### src/rtl/sio_pkg.sv
package sio_pkg;

  localparam logic [1:0] A_CTRL = 2'd0;
  localparam logic [1:0] A_STAT = 2'd1;
  localparam logic [1:0] A_DATA = 2'd2;

  // control bit positions (fixed: software masks depend on them)
  localparam int CB_TXE_IE  = 7;
  localparam int CB_TXC_IE  = 6;
  localparam int CB_RX_IE   = 5;
  localparam int CB_IDLE_IE = 4;
  localparam int CB_TX_ON   = 3;
  localparam int CB_RX_ON   = 2;
  localparam int CB_WAKE    = 1;
  localparam int CB_BRK     = 0;

  // ordered to match status bits 7..1
  typedef struct packed {
    logic txe;
    logic txc;
    logic rxf;
    logic idle;
    logic ovr;
    logic noise;
    logic frm;
  } flags_t;

  function automatic logic [7:0] pack_status(flags_t f);
    return {f, 1'b0};
  endfunction

  function automatic logic any_err(flags_t f);
    return f.ovr | f.noise | f.frm;
  endfunction

  function automatic logic irq_combine(logic [7:0] c, flags_t f);
    return (f.txe  & c[CB_TXE_IE])
         | (f.txc  & c[CB_TXC_IE])
         | (f.idle & c[CB_IDLE_IE])
         | (c[CB_RX_IE] & (f.rxf | any_err(f)));
  endfunction

  function automatic logic vote3(logic a, logic b, logic c);
    return (a & b) | (a & c) | (b & c);
  endfunction

  function automatic logic split3(logic a, logic b, logic c);
    return !((a == b) && (b == c));
  endfunction

endpackage

### src/rtl/sio_tx.sv
module sio_tx #(
  parameter int OSR = 16,
  parameter int DW  = 8
) (
  input  logic          clk,
  input  logic          rst_n,
  input  logic          tick,
  input  logic          start,
  input  logic [DW-1:0] din,
  output logic          busy,
  output logic          ser
);
  localparam int FRAME_BITS = DW + 2;
  localparam int CW = $clog2(OSR);
  localparam int BW = $clog2(FRAME_BITS);

  logic [FRAME_BITS-1:0] shreg;
  logic [CW-1:0]         cnt;
  logic [BW-1:0]         idx;
  logic                  busy_q;

  always_ff @(posedge clk) begin
    if (!rst_n) begin
      shreg  <= '1;
      cnt    <= '0;
      idx    <= '0;
      busy_q <= 1'b0;
    end else if (!busy_q && start) begin
      busy_q <= 1'b1;
      shreg  <= {1'b1, din, 1'b0};
      cnt    <= '0;
      idx    <= '0;
    end else if (busy_q && tick) begin
      if (cnt == CW'(OSR - 1)) begin
        cnt   <= '0;
        shreg <= {1'b1, shreg[FRAME_BITS-1:1]};
        if (idx == BW'(FRAME_BITS - 1)) busy_q <= 1'b0;
        else                            idx    <= idx + 1'b1;
      end else begin
        cnt <= cnt + 1'b1;
      end
    end
  end

  assign busy = busy_q;
  assign ser  = busy_q ? shreg[0] : 1'b1;


  frame_start_chk: assert property (@(posedge clk) disable iff (!rst_n)
    (!busy_q && start) |=> (busy_q && !ser));


  bit_hold_chk: assert property (@(posedge clk) disable iff (!rst_n)
    (busy_q && !tick && !start) |=> $stable(ser));

endmodule

### src/rtl/sio_rx.sv
module sio_rx
  import sio_pkg::*;
#(
  parameter int OSR       = 16,
  parameter int DW        = 8,
  parameter int IDLE_BITS = 10
) (
  input  logic          clk,
  input  logic          rst_n,
  input  logic          tick,
  input  logic          en,
  input  logic          rxd,
  output logic          done,
  output logic [DW-1:0] data,
  output logic          ferr,
  output logic          noise,
  output logic          idle_hit
);
  localparam int FRAME_BITS = DW + 2;
  localparam int CW         = $clog2(OSR);
  localparam int BW         = $clog2(FRAME_BITS);
  localparam int MID        = OSR / 2;
  localparam int IDLE_TICKS = IDLE_BITS * OSR;
  localparam int IW         = $clog2(IDLE_TICKS + 1);

  logic          s1, s2;
  logic          act, armed, noisy;
  logic          smp_a, smp_b;
  logic [CW-1:0] cnt;
  logic [BW-1:0] idx;
  logic [DW-1:0] shd;
  logic [IW-1:0] idle_cnt;
  logic          bitv, bitn;

  assign bitv = vote3(smp_a, smp_b, s2);
  assign bitn = split3(smp_a, smp_b, s2);

  always_ff @(posedge clk) begin
    if (!rst_n) begin
      s1 <= 1'b1;
      s2 <= 1'b1;
    end else begin
      s1 <= rxd;
      s2 <= s1;
    end
  end

  always_ff @(posedge clk) begin
    if (!rst_n) begin
      act      <= 1'b0;
      armed    <= 1'b0;
      noisy    <= 1'b0;
      smp_a    <= 1'b1;
      smp_b    <= 1'b1;
      cnt      <= '0;
      idx      <= '0;
      shd      <= '0;
      idle_cnt <= '0;
      done     <= 1'b0;
      idle_hit <= 1'b0;
      data     <= '0;
      ferr     <= 1'b0;
      noise    <= 1'b0;
    end else begin
      done     <= 1'b0;
      idle_hit <= 1'b0;
      if (!en) begin
        act      <= 1'b0;
        armed    <= 1'b0;
        idle_cnt <= '0;
      end else if (tick) begin
        if (!act) begin
          if (!s2) begin
            act      <= 1'b1;
            cnt      <= CW'(1);
            idx      <= '0;
            idle_cnt <= '0;
          end else if (armed) begin
            if (idle_cnt == IW'(IDLE_TICKS - 1)) begin
              idle_hit <= 1'b1;
              armed    <= 1'b0;
              idle_cnt <= '0;
            end else begin
              idle_cnt <= idle_cnt + 1'b1;
            end
          end
        end else begin
          if (cnt == CW'(OSR - 1)) begin
            cnt <= '0;
            idx <= idx + 1'b1;
          end else begin
            cnt <= cnt + 1'b1;
          end
          if (cnt == CW'(MID - 1)) smp_a <= s2;
          if (cnt == CW'(MID))     smp_b <= s2;
          if (cnt == CW'(MID + 1)) begin
            if (idx == '0) begin
              noisy <= bitn;
              if (bitv) act <= 1'b0;
            end else if (idx == BW'(FRAME_BITS - 1)) begin
              act   <= 1'b0;
              done  <= 1'b1;
              data  <= shd;
              ferr  <= !bitv;
              noise <= noisy | bitn;
              armed <= 1'b1;
            end else begin
              shd   <= {bitv, shd[DW-1:1]};
              noisy <= noisy | bitn;
            end
          end
        end
      end
    end
  end


  rx_abort_chk: assert property (@(posedge clk) disable iff (!rst_n)
    !en |=> !act);


  idle_quiet_chk: assert property (@(posedge clk) disable iff (!rst_n)
    idle_hit |-> (!act && !done));

endmodule

### src/rtl/sio_port.sv
module sio_port
  import sio_pkg::*;
#(
  parameter int OSR       = 16,
  parameter int IDLE_BITS = 10
) (
  input  logic       clk,
  input  logic       rst_n,
  input  logic       tick,
  input  logic       bus_sel,
  input  logic       bus_wr,
  input  logic [1:0] bus_addr,
  input  logic [7:0] bus_wdata,
  output logic [7:0] bus_rdata,
  output logic       txd,
  input  logic       rxd,
  output logic       irq
);
  localparam int DW = 8;

  logic [7:0]    ctrl;
  logic [DW-1:0] tx_buf, rx_buf;
  logic          txe_q, rxf_q, idle_q, ovr_q, nse_q, frm_q;
  flags_t        flg;

  logic          wr_ctrl, wr_data, rd_data, tx_take;
  logic          tx_busy, tx_ser;
  logic          rx_done, rx_ferr, rx_noise, rx_idle_hit;
  logic [DW-1:0] rx_data;

  assign wr_ctrl = bus_sel &&  bus_wr && (bus_addr == A_CTRL);
  assign wr_data = bus_sel &&  bus_wr && (bus_addr == A_DATA);
  assign rd_data = bus_sel && !bus_wr && (bus_addr == A_DATA);
  assign tx_take = ctrl[CB_TX_ON] && !txe_q && !tx_busy;

  sio_tx #(.OSR(OSR), .DW(DW)) u_tx (
    .clk   (clk),
    .rst_n (rst_n),
    .tick  (tick),
    .start (tx_take),
    .din   (tx_buf),
    .busy  (tx_busy),
    .ser   (tx_ser)
  );

  sio_rx #(.OSR(OSR), .DW(DW), .IDLE_BITS(IDLE_BITS)) u_rx (
    .clk      (clk),
    .rst_n    (rst_n),
    .tick     (tick),
    .en       (ctrl[CB_RX_ON]),
    .rxd      (rxd),
    .done     (rx_done),
    .data     (rx_data),
    .ferr     (rx_ferr),
    .noise    (rx_noise),
    .idle_hit (rx_idle_hit)
  );

  always_ff @(posedge clk) begin
    if (!rst_n) begin
      ctrl   <= '0;
      tx_buf <= '0;
      txe_q  <= 1'b1;
    end else begin
      if (wr_ctrl) ctrl <= bus_wdata;
      if (tx_take) txe_q <= 1'b1;
      if (wr_data) begin
        tx_buf <= bus_wdata;
        txe_q  <= 1'b0;
      end
    end
  end

  always_ff @(posedge clk) begin
    if (!rst_n) begin
      rx_buf <= '0;
      rxf_q  <= 1'b0;
      idle_q <= 1'b0;
      ovr_q  <= 1'b0;
      nse_q  <= 1'b0;
      frm_q  <= 1'b0;
    end else begin
      if (rd_data) begin
        rxf_q  <= 1'b0;
        idle_q <= 1'b0;
        ovr_q  <= 1'b0;
        nse_q  <= 1'b0;
        frm_q  <= 1'b0;
      end
      if (rx_done) begin
        if (rxf_q && !rd_data) begin
          ovr_q <= 1'b1;
        end else begin
          rx_buf <= rx_data;
          rxf_q  <= 1'b1;
          frm_q  <= rx_ferr;
          nse_q  <= rx_noise;
        end
      end
      if (rx_idle_hit) idle_q <= 1'b1;
    end
  end

  always_comb begin
    flg.txe   = txe_q;
    flg.txc   = txe_q && !tx_busy;
    flg.rxf   = rxf_q;
    flg.idle  = idle_q;
    flg.ovr   = ovr_q;
    flg.noise = nse_q;
    flg.frm   = frm_q;
  end

  always_comb begin
    case (bus_addr)
      A_CTRL:  bus_rdata = ctrl;
      A_STAT:  bus_rdata = pack_status(flg);
      A_DATA:  bus_rdata = rx_buf;
      default: bus_rdata = '0;
    endcase
  end

  assign txd = ctrl[CB_BRK] ? 1'b0 : tx_ser;
  assign irq = irq_combine(ctrl, flg);


  tx_fill_chk: assert property (@(posedge clk) disable iff (!rst_n)
    wr_data |=> !txe_q);


  tx_gate_chk: assert property (@(posedge clk) disable iff (!rst_n)
    (!ctrl[CB_TX_ON] && !tx_busy) |=> !tx_busy);


  rx_clear_chk: assert property (@(posedge clk) disable iff (!rst_n)
    (rd_data && !rx_done && !rx_idle_hit) |=> (!rxf_q && !ovr_q && !nse_q && !frm_q && !idle_q));


  overrun_keep_chk: assert property (@(posedge clk) disable iff (!rst_n)
    (rx_done && rxf_q && !rd_data) |=> (ovr_q && $stable(rx_buf)));


  irq_quiet_chk: assert property (@(posedge clk) disable iff (!rst_n)
    (ctrl[7:4] == 4'd0) |-> !irq);

endmodule

### config.mk
export PLATFORM = sky130hd
export DESIGN_NAME = sio_port
export DESIGN_NICKNAME = d
export VERILOG_FILES = /design/src/rtl/sio_pkg.sv /design/src/rtl/sio_tx.sv /design/src/rtl/sio_rx.sv /design/src/rtl/sio_port.sv
export SDC_FILE = /design/constraint.sdc
export NUM_CORES = 1
export LEC_CHECK = 0
export BUFFER_PORTS_ARGS = -buffer_cell sky130_fd_sc_hd__buf_2
export CORE_ASPECT_RATIO = 0.8
export CORE_MARGIN = 3
export CORE_UTILIZATION = 30
export CTS_BUF_LIST = sky130_fd_sc_hd__clkbuf_4 sky130_fd_sc_hd__clkbuf_8
export DETAILED_ROUTE_END_ITERATION = 10
export SYNTH_ARGS = -nofsm -noshare
export SYNTH_HDL_FRONTEND = slang
export SYNTH_SLANG_ARGS = --single-unit
### constraint.sdc
create_clock -name clk -period 2.6 [get_ports clk]
set_input_delay 0.52 -clock clk [delete_from_list [all_inputs] [get_ports clk]]
set_output_delay 0.52 -clock clk [all_outputs]
set_load 0.01 [all_outputs]
==> flow_summary_export.csv, run 1 <==
group,metric,value,unit
run_status,status,"complete, no violations",
critical_path,r2r_cells,4,
synthesis,yosysWarnings,0,
cells_and_area,final_common_cell,"dfxtp_1",
placement,dp_hpwl,6500,µm
placement,pre_cts_ws,0.563,ns
synthesis,synth_flop_cell,"dfxtp_1",
critical_path,r2r-start,"u_tx.busy$_SDFFE_PN0P_",
global_route,antenna_found_initial,0,
floorplanning,core_area,0.0131,mm²
cells_and_area,mostFrequentLayoutCells,"91 x dfxtp_1, 69 x nand2_1, 56 x nand3_1",
floorplanning,fp-row-count,37,
sta,fin_crit,2.06,ns
detailed_routing,drc,0,
critical_path,cp_max_fo,12,
synthesis,synth_cells,503,
cells_and_area,nets,541,
clocking,clockBufferDepth,2,
floorplanning,start_util,31.4,%
critical_path,critical_path_depth,5,
clocking,clock-sinks,91,
critical_path,crit_buf_inv,2,
power,powerDensity,550,mW/mm²
clocking,cts-root-buf,"clkbuf_8",
min_path,min_from,"rxd",
cells_and_area,area_delta_synth_final,10.6,%
floorplanning,die_width,137,µm
detailed_routing,vias,3445,
detailed_routing,ant_nets,0,
floorplanning,dieArea,0.0152,mm²
power,p_leak,1.55,nW
synthesis,synth_top_family_by_area,"simple AND/OR/NAND/NOR gates",
critical_path,crit_start,"bus_addr[1]",
floorplanning,io_pins,26,
global_route,gr-usage-all-layers,12.5,%
clocking,htreeDepth,3,
synthesis,avgSynthCellArea,8.20,µm²
synthesis,synth_cell_types,50,
synthesis,synth_adder_area_share,3.64,%
placement,gp_congestion,0.796,
critical_path,cp_slowest_stage_delay,0.42,ns
synthesis,synthXorXnorAreaFrac,2.55,%
cells_and_area,nFillCells,1386,
critical_path,critPathLaunchType,"input pin",
synthesis,synth-seq-area-share,44.2,%
sta,hold_viol,0,
critical_path,endpoint,"bus_rdata[1]",
global_route,grt_pass1_vias,3318,
synthesis,ys_ff_latch,91,
critical_path,cp.arrival,1.54,ns
placement,io_buffers,25,
critical_path,path_common_cell,"buf_2",
clocking,clk_pin_slew,0.10,ns
min_path,min_path_type,"input pin to flop",
critical_path,crit_slowest_cell,"nor2b_1",
synthesis,synth.top_cell.area_share,44.2,%
synthesis,netlist_top_cells_area,"dfxtp_1 44%, nand3_1 6.8%, o21ai_0 6.7%",
clocking,cts_resized,0,
power,ir_drop,0.214,mV
clocking,ctsHoldBuffers,0,
critical_path,cp_top_family,"simple AND/OR/NAND/NOR gates",
global_route,overflow,0,
clocking,cts_made_buffers,9,
critical_path,worstSetupPathType,"input pin to primary output",
sta,maxSlewHeadroom,60.3,%
cells_and_area,drive_gt1_share,10.8,%
synthesis,synthArstFlopShare,0,%
critical_path,crit_chain,"buf_2 > nor2b_1 > nand2_1 > o21ai_0 > buf_2",
synthesis,synthesis.nets,531,
critical_path,r2r-end,"u_tx.shreg[3]$_SDFFE_PN1P_",
sta,hold_slack,0.339,ns
sta,fin_ws,0.542,ns
synthesis,synthSimpleGateAreaFrac,25.9,%
clocking,cts_tree,"built",
critical_path,crit_required,2.08,ns
detailed_routing,first_pass_iters,4,
sta,tns,0,ns
global_route,grt_pass1_wl,16000,µm
sta,finalSetupViolations,0,
detailed_routing,post_drt_wl_per_cell,13.1,µm
clocking,clk_latency,0.36,ns
clocking,cts_setup_buffers,0,
critical_path,regToRegSetupSlack,0.74,ns
detailed_routing,wirelength,9070,µm
critical_path,end_kind,"primary output",
synthesis,synth-compound-area-share,14.4,%
flow_run,cap_viol_max_count,0,
cells_and_area,diodes,0,
sta,fmax,486,MHz
detailed_routing,initialDrtViolationCount,211,
synthesis,syn_area,0.00413,mm²
synthesis,muxShareOfSynthArea,4.37,%
global_route,grt_max_degree,54,
cells_and_area,fin_util,34.7,%
floorplanning,die_y,111,µm
sta,fin_crit_sh,79.2,%
detailed_routing,avgViaCountPerCell,4.97,
sta,rsz0062_at_grt,"false",
sta,finalClockSkew,0.0150,ns
synthesis,synth-edff-count,0,
sta,final_max_slew_viol_count,0,
sta,worst_pin_slew,0.592,ns
synthesis,yosysTopAreaCell,"dfxtp_1",
cell usage after synthesis (2+ instances only):
cell      number
a31oi_1        3
nor2_1        40
o21bai_1       2
nand4_1        7
xnor2_1        9
nor3b_1        2
o31ai_1        2
inv_1         13
buf_2          9
or4_1          3
a211oi_1       5
buf_4          2
ha_1          12
nor3_1        12
nand2_1       69
buf_1          2
a21oi_1       30
nand2b_1       6
nor4_1         6
xor2_1         3
mux2i_1       18
nor2b_1        4
o311ai_0       2
o21ai_0       55
clkbuf_1      16
nand3_1       56
nand3b_1       2
dfxtp_1       91
worst min path at each step:
stage,slack [ns],end,cells after the start
finish,0.34,u_rx.s1$_SDFF_PN1_,2
global route,0.33,u_rx.s1$_SDFF_PN1_,2
CTS,0.33,u_rx.s1$_SDFF_PN1_,2
detailed placement,0.40,u_rx.s2$_SDFF_PN1_,1
global placement,0.40,u_rx.s2$_SDFF_PN1_,1
floorplan,0.39,u_rx.s2$_SDFF_PN1_,1
layout make-up:
cell class	instances	area (µm²)	share of cell area, %
well taps	175	219	4.80
multi-input cells	367	2100	45.9
clock inverters	7	83.8	1.84
clock buffers	9	124	2.71
flip-flops and latches	91	1820	39.9
inverters	13	48.8	1.07
repair buffers	31	170	3.73
layer usage:
layer / up-vias / wire length (µm) / global-route usage (%)
met2: 46 / 3950 / 18.7
met4: 0 / 103 / 3.79
met3: 9 / 248 / 2.22
li1: 1774 / - / -
met5: - / 0 / 0
met1: 1616 / 4760 / 18.2
logic make-up after synthesis:
| kind of cell | Yosys count |
|---|---|
| AOI/OAI and AO/OA | 106 |
| xor gates and xnor gates | 12 |
| adders and majority gates | 12 |
| buffers and inverters | 45 |
| DFF | 91 |
| muxes | 18 |
| and+or+nand+nor | 219 |
through the flow:
stage | power [mW] | cell area (µm²) | std cells
2_1_floorplan | 1.50 | 4130 | 503
3_3_place_gp | 1.54 | 4360 | 677
3_5_place_dp | 1.54 | 4360 | 677
4_1_cts | 2.54 | 4560 | 693
5_1_grt | 2.63 | 4560 | 693
6_report | 2.51 | 4560 | 693
state kept, by name (all words and copies together), names as in the netlist, 4 cells and up:
name,cells
u_tx.shreg,9
ctrl,8
rx_buf,8
tx_buf,8
u_rx.data,8
u_rx.idle_cnt,8
u_rx.shd,8
u_rx.cnt,4
u_rx.idx,4
u_tx.cnt,4
u_tx.idx,4
report_power, final:
group          internal (mW)  switching (mW)  total (mW)
logic                 0.0307          0.0687      0.0994
clock network          0.461           0.542        1.00
registers               1.40         0.00726        1.41
(Power assumes the default switching activity.)
==> run 2: changes to the inputs <==
==> constraint.sdc (replaced) <==
create_clock -name clk -period 1.7 [get_ports clk]
set_input_delay 0.34 -clock clk [delete_from_list [all_inputs] [get_ports clk]]
set_output_delay 0.34 -clock clk [all_outputs]
set_load 0.01 [all_outputs]
==> flow_summary_export.csv, run 2 (synthesis results as in run 1) <==
group,metric,value,unit
run_status,status,"complete, no violations",
clocking,clock-sinks,91,
min_path,min_path_type,"input pin to flop",
sta,maxSlewHeadroom,72.1,%
floorplanning,dieArea,0.0152,mm²
clocking,cts-root-buf,"clkbuf_8",
floorplanning,fp-row-count,37,
clocking,clk_pin_slew,0.09,ns
critical_path,crit_required,1.36,ns
detailed_routing,first_pass_iters,4,
detailed_routing,wirelength,9390,µm
global_route,grt_pass1_vias,3435,
global_route,antenna_found_initial,0,
sta,fin_crit,1.69,ns
global_route,grt_max_degree,65,
cells_and_area,stdcell_area,0.00483,mm²
power,p_leak,1.71,nW
sta,rsz0062_at_grt,"true",
power,powerDensity,799,mW/mm²
floorplanning,start_util,31.4,%
critical_path,end_kind,"primary output",
cells_and_area,area_delta_synth_final,17.2,%
clocking,cts_tree,"built",
placement,io_buffers,25,
global_route,gr-usage-all-layers,12.8,%
floorplanning,core_area,0.0131,mm²
cells_and_area,regMostFlops,"u_tx.shreg",
critical_path,cp.arrival,1.35,ns
detailed_routing,initialDrtViolationCount,143,
cells_and_area,diodes,0,
clocking,cts_made_buffers,9,
floorplanning,io_pins,26,
sta,final_max_slew_viol_count,0,
global_route,overflow,0,
sta,fin_ws,0.0134,ns
detailed_routing,avgViaCountPerCell,4.98,
placement,postPlaceCellArea,0.00454,mm²
sta,fin_crit_sh,99.2,%
power,ir_drop,0.467,mV
cells_and_area,largest_reg_flops,9,
cells_and_area,mostFrequentLayoutCells,"83 x dfxtp_1, 68 x nand2_1, 56 x nand3_1",
flow_run,cap_viol_max_count,0,
clocking,clk_latency,0.36,ns
detailed_routing,vias,3573,
detailed_routing,drc,0,
global_route,grt_pass1_wl,16300,µm
sta,finalSetupViolations,0,
sta,fmax,593,MHz
sta,hold_slack,0.168,ns
sta,finalClockSkew,0.0138,ns
clocking,htreeDepth,3,
detailed_routing,post_drt_wl_per_cell,13.1,µm
critical_path,critPathLaunchType,"flop",
floorplanning,die_y,111,µm
cells_and_area,nets,566,
placement,gp_congestion,0.823,
placement,dp_hpwl,6710,µm
detailed_routing,ant_nets,0,
critical_path,worstSetupPathType,"flop to primary output",
clocking,clockBufferDepth,2,
placement,dp_cells,700,
critical_path,cp_max_fo,3,
floorplanning,die_width,137,µm
sta,hold_viol,0,
cells_and_area,drive_gt1_share,18.2,%
placement,pre_cts_ws,0.0297,ns
cells_and_area,final_common_cell,"dfxtp_1",
cells_and_area,instances_no_fill,718,
sta,worst_pin_slew,0.418,ns
run 2: cell type report:
class / count / area (µm²)
fill: 1346 / 8310
multi-input combinational: 367 / 2140
sequential: 91 / 1840
timing repair buffer: 56 / 374
tap: 175 / 219
clock buffer: 10 / 138
clock inverter: 6 / 71.3
inverter: 13 / 51.3
run 2: worst paths after layout:
check	start	to	slack, ns	cells past startpoint
worst max-delay path	ovr_q$_SDFF_PN0_	irq	0.01	3
worst min-delay path	rxd	u_rx.s1$_SDFF_PN1_	0.17	2
worst max register to register	u_rx.idx[0]$_SDFFE_PN0P_	u_rx.shd[6]$_SDFFE_PN0P_	0.10	7
worst min register to register	u_rx.s1$_SDFF_PN1_	u_rx.s2$_SDFF_PN1_	0.42	1
run 2: worst max-delay path, cell delays in order (launching register included):
cell and delay, ns:
dfxtp_2 0.35, o41ai_4 0.35, nand3_1 0.13, buf_2 0.16
run 2: power by group:
group / total (mW) / internal, mW / switching [mW]
Sequential: 2.15 / 2.14 / 0.0124
Combinational: 0.167 / 0.0606 / 0.106
Clock: 1.55 / 0.733 / 0.812
run 2: metal layers:
layer	GRT usage [%]	wire [µm]	vias up
met5	0	0	-
met3	3.22	402	10
met1	18.3	4560	1683
met4	2.86	78	0
li1	-	-	1821
met2	19.4	4350	59
run 2: repair_timing:
action                                  4_1_cts  5_1_grt
gates resized for setup                       5       19
endpoints found under the setup margin        3       36
setup buffers                                 1        1
hold buffers                                  0        0
pin swaps                                     0        2
run 2: stage by stage:
stage	TNS [ns]	util, %	power, mW
after floorplan	0	-	2.30
after global placement	0	34.5	2.37
after detailed placement	0	34.5	2.37
after CTS	0	36.3	3.91
after global routing	-0.0734	36.8	4.02
final	0	36.8	3.86
==> run 3: changes to the inputs <==
--- a/config.mk
+++ b/config.mk
@@ -6,7 +6,6 @@
 export NUM_CORES = 1
 export LEC_CHECK = 0
 export BUFFER_PORTS_ARGS = -buffer_cell sky130_fd_sc_hd__buf_2
-export CORE_ASPECT_RATIO = 0.8
 export CORE_MARGIN = 3
 export CORE_UTILIZATION = 30
 export CTS_BUF_LIST = sky130_fd_sc_hd__clkbuf_4 sky130_fd_sc_hd__clkbuf_8
==> flow_summary_export.csv, run 3 (synthesis results as in run 1) <==
group,metric,value,unit
run_status,status,"complete, no violations",
detailed_routing,avgViaCountPerCell,4.97,
sta,fin_crit_sh,98.6,%
detailed_routing,post_drt_wl_per_cell,12.9,µm
clocking,clk_latency,0.36,ns
critical_path,cp_max_fo,3,
placement,io_buffers,25,
power,total_power,3.80,mW
detailed_routing,ant_nets,0,
placement,dp_hpwl,6720,µm
detailed_routing,initialDrtViolationCount,287,
global_route,gr-usage-all-layers,12.8,%
cells_and_area,nFillCells,1389,
critical_path,cp_top_family,"compound AO/OA/AOI/OAI gates",
min_path,min_path_type,"input pin to flop",
cells_and_area,final_common_cell,"dfxtp_1",
cells_and_area,nets,564,
power,ir_drop,0.320,mV
sta,tns,0,ns
critical_path,crit_chain,"o41ai_2 > nand3_1 > buf_2",
global_route,grt_max_degree,66,
cells_and_area,mostFrequentLayoutCells,"88 x dfxtp_1, 69 x nand2_1, 55 x nand3_1",
placement,gp_congestion,0.853,
floorplanning,fp-row-count,42,
floorplanning,dieArea,0.0152,mm²
sta,hold_viol,0,
detailed_routing,first_pass_iters,4,
critical_path,worstSetupPathType,"flop to primary output",
clocking,clk_pin_slew,0.09,ns
critical_path,cp.arrival,1.34,ns
global_route,overflow,0,
power,pwr-share-clk,39.1,%
clocking,ctsHoldBuffers,0,
power,p_int,2.89,mW
global_route,top_usage_layer,"met2",
sta,fin_ws,0.0241,ns
global_route,grt_pass1_vias,3339,
power,pwr-share-comb,4.4,%
sta,maxSlewHeadroom,67.1,%
clocking,clockBufferDepth,2,
floorplanning,core_area,0.0133,mm²
critical_path,crit_required,1.36,ns
power,seqPwrFrac,56.5,%
clocking,cts_made_buffers,9,
critical_path,cp_slowest_stage_delay,0.37,ns
floorplanning,die_width,123,µm
detailed_routing,drc,0,
global_route,met1_usage,16.9,%
power,switching_share,24.1,%
detailed_routing,wirelength,9270,µm
sta,rsz0062_at_grt,"true",
cells_and_area,largest_reg_flops,9,
clocking,cts_tree,"built",
placement,pre_cts_ws,0.0635,ns
sta,fmax,597,MHz
cells_and_area,drive_gt1_share,16.3,%
power,power.switching,0.917,mW
sta,final_max_slew_viol_count,0,
global_route,grt_pass1_wl,15800,µm
clocking,cts-root-buf,"clkbuf_8",
cells_and_area,area_delta_synth_final,16.0,%
cells_and_area,diodes,0,
power,powerDensity,795,mW/mm²
detailed_routing,vias,3556,
critical_path,critPathLaunchType,"flop",
critical_path,crit_buf_inv,1,
sta,fin_crit,1.68,ns
global_route,grtUsageMet2,20.3,%
clocking,clock-sinks,91,
global_route,met3_usage,3.71,%
sta,worst_pin_slew,0.489,ns
floorplanning,die_y,123,µm
flow_run,cap_viol_max_count,0,
power,p_leak,1.68,nW
sta,finalClockSkew,0.0131,ns
floorplanning,io_pins,26,
cells_and_area,regMostFlops,"u_tx.shreg",
critical_path,crit_slowest_cell,"o41ai_2",
sta,finalSetupViolations,0,
sta,hold_slack,0.172,ns
floorplanning,start_util,30.9,%
global_route,antenna_found_initial,0,
critical_path,end_kind,"primary output",
clocking,htreeDepth,3,
[run 3: routing by layer]
metal,vias to the layer above,wire (µm)
li1,1822,-
met1,1663,4480
met2,60,4280
met3,11,401
met4,0,101
met5,-,0
[run 3: power groups by stage]
stage	Combinational, mW	Clock (mW)	Sequential, mW
2_1_floorplan	0.102	0	2.20
3_3_place_gp	0.165	0	2.20
3_5_place_dp	0.167	0	2.20
4_1_cts	0.169	1.54	2.15
5_1_grt	0.186	1.63	2.15
6_report	0.168	1.49	2.15
[run 3: through the flow]
| stage | util (%) | area (µm²) | instances |
|---|---|---|---|
| 4_1_cts | 35.5 | 4740 | 714 |
| 2_1_floorplan | - | 4130 | 503 |
| 3_5_place_dp | 33.9 | 4530 | 699 |
| 5_1_grt | 35.8 | 4780 | 716 |
| 3_3_place_gp | 33.9 | 4530 | 699 |
| 6_report | 35.8 | 4780 | 716 |
[run 3: area by class of cell]
class	count	area (µm²)	share of cell area, %
well taps	176	220	4.60
multi-input cells	367	2130	44.4
clock inverters	6	73.8	1.54
repair buffers	54	363	7.59
clock buffers	9	124	2.59
flip-flops and latches	91	1830	38.2
inverters	13	48.8	1.02
[run 3: what timing repair did]
item | CTS | global route
endpoints found under the hold margin | 0 | 0
buffers inserted | 0 | 1
endpoints found under the setup margin | 3 | 17
pin swaps | 1 | 2
cloned | 0 | 1
resized for setup | 3 | 11
[run 3: final timing paths]
path | start | end | slack (ns) | cells after the start
setup / recovery | ovr_q$_SDFF_PN0_ | irq | 0.02 | 3
hold reg to reg | u_rx.s1$_SDFF_PN1_ | u_rx.s2$_SDFF_PN1_ | 0.44 | 1
setup reg to reg | u_rx.idle_cnt[0]$_SDFFE_PN0P_ | u_rx.idle_cnt[5]$_SDFFE_PN0P_ | 0.11 | 5
hold / removal | rxd | u_rx.s1$_SDFF_PN1_ | 0.17 | 2
[run 3: worst register-to-register path, delay by kind of cell (launching register included)]
kind	cells	cell delay, ns
and+or+nand+nor	3	0.73
DFF	1	0.39
adders and majority gates	1	0.19
AOI/OAI and AO/OA	1	0.19
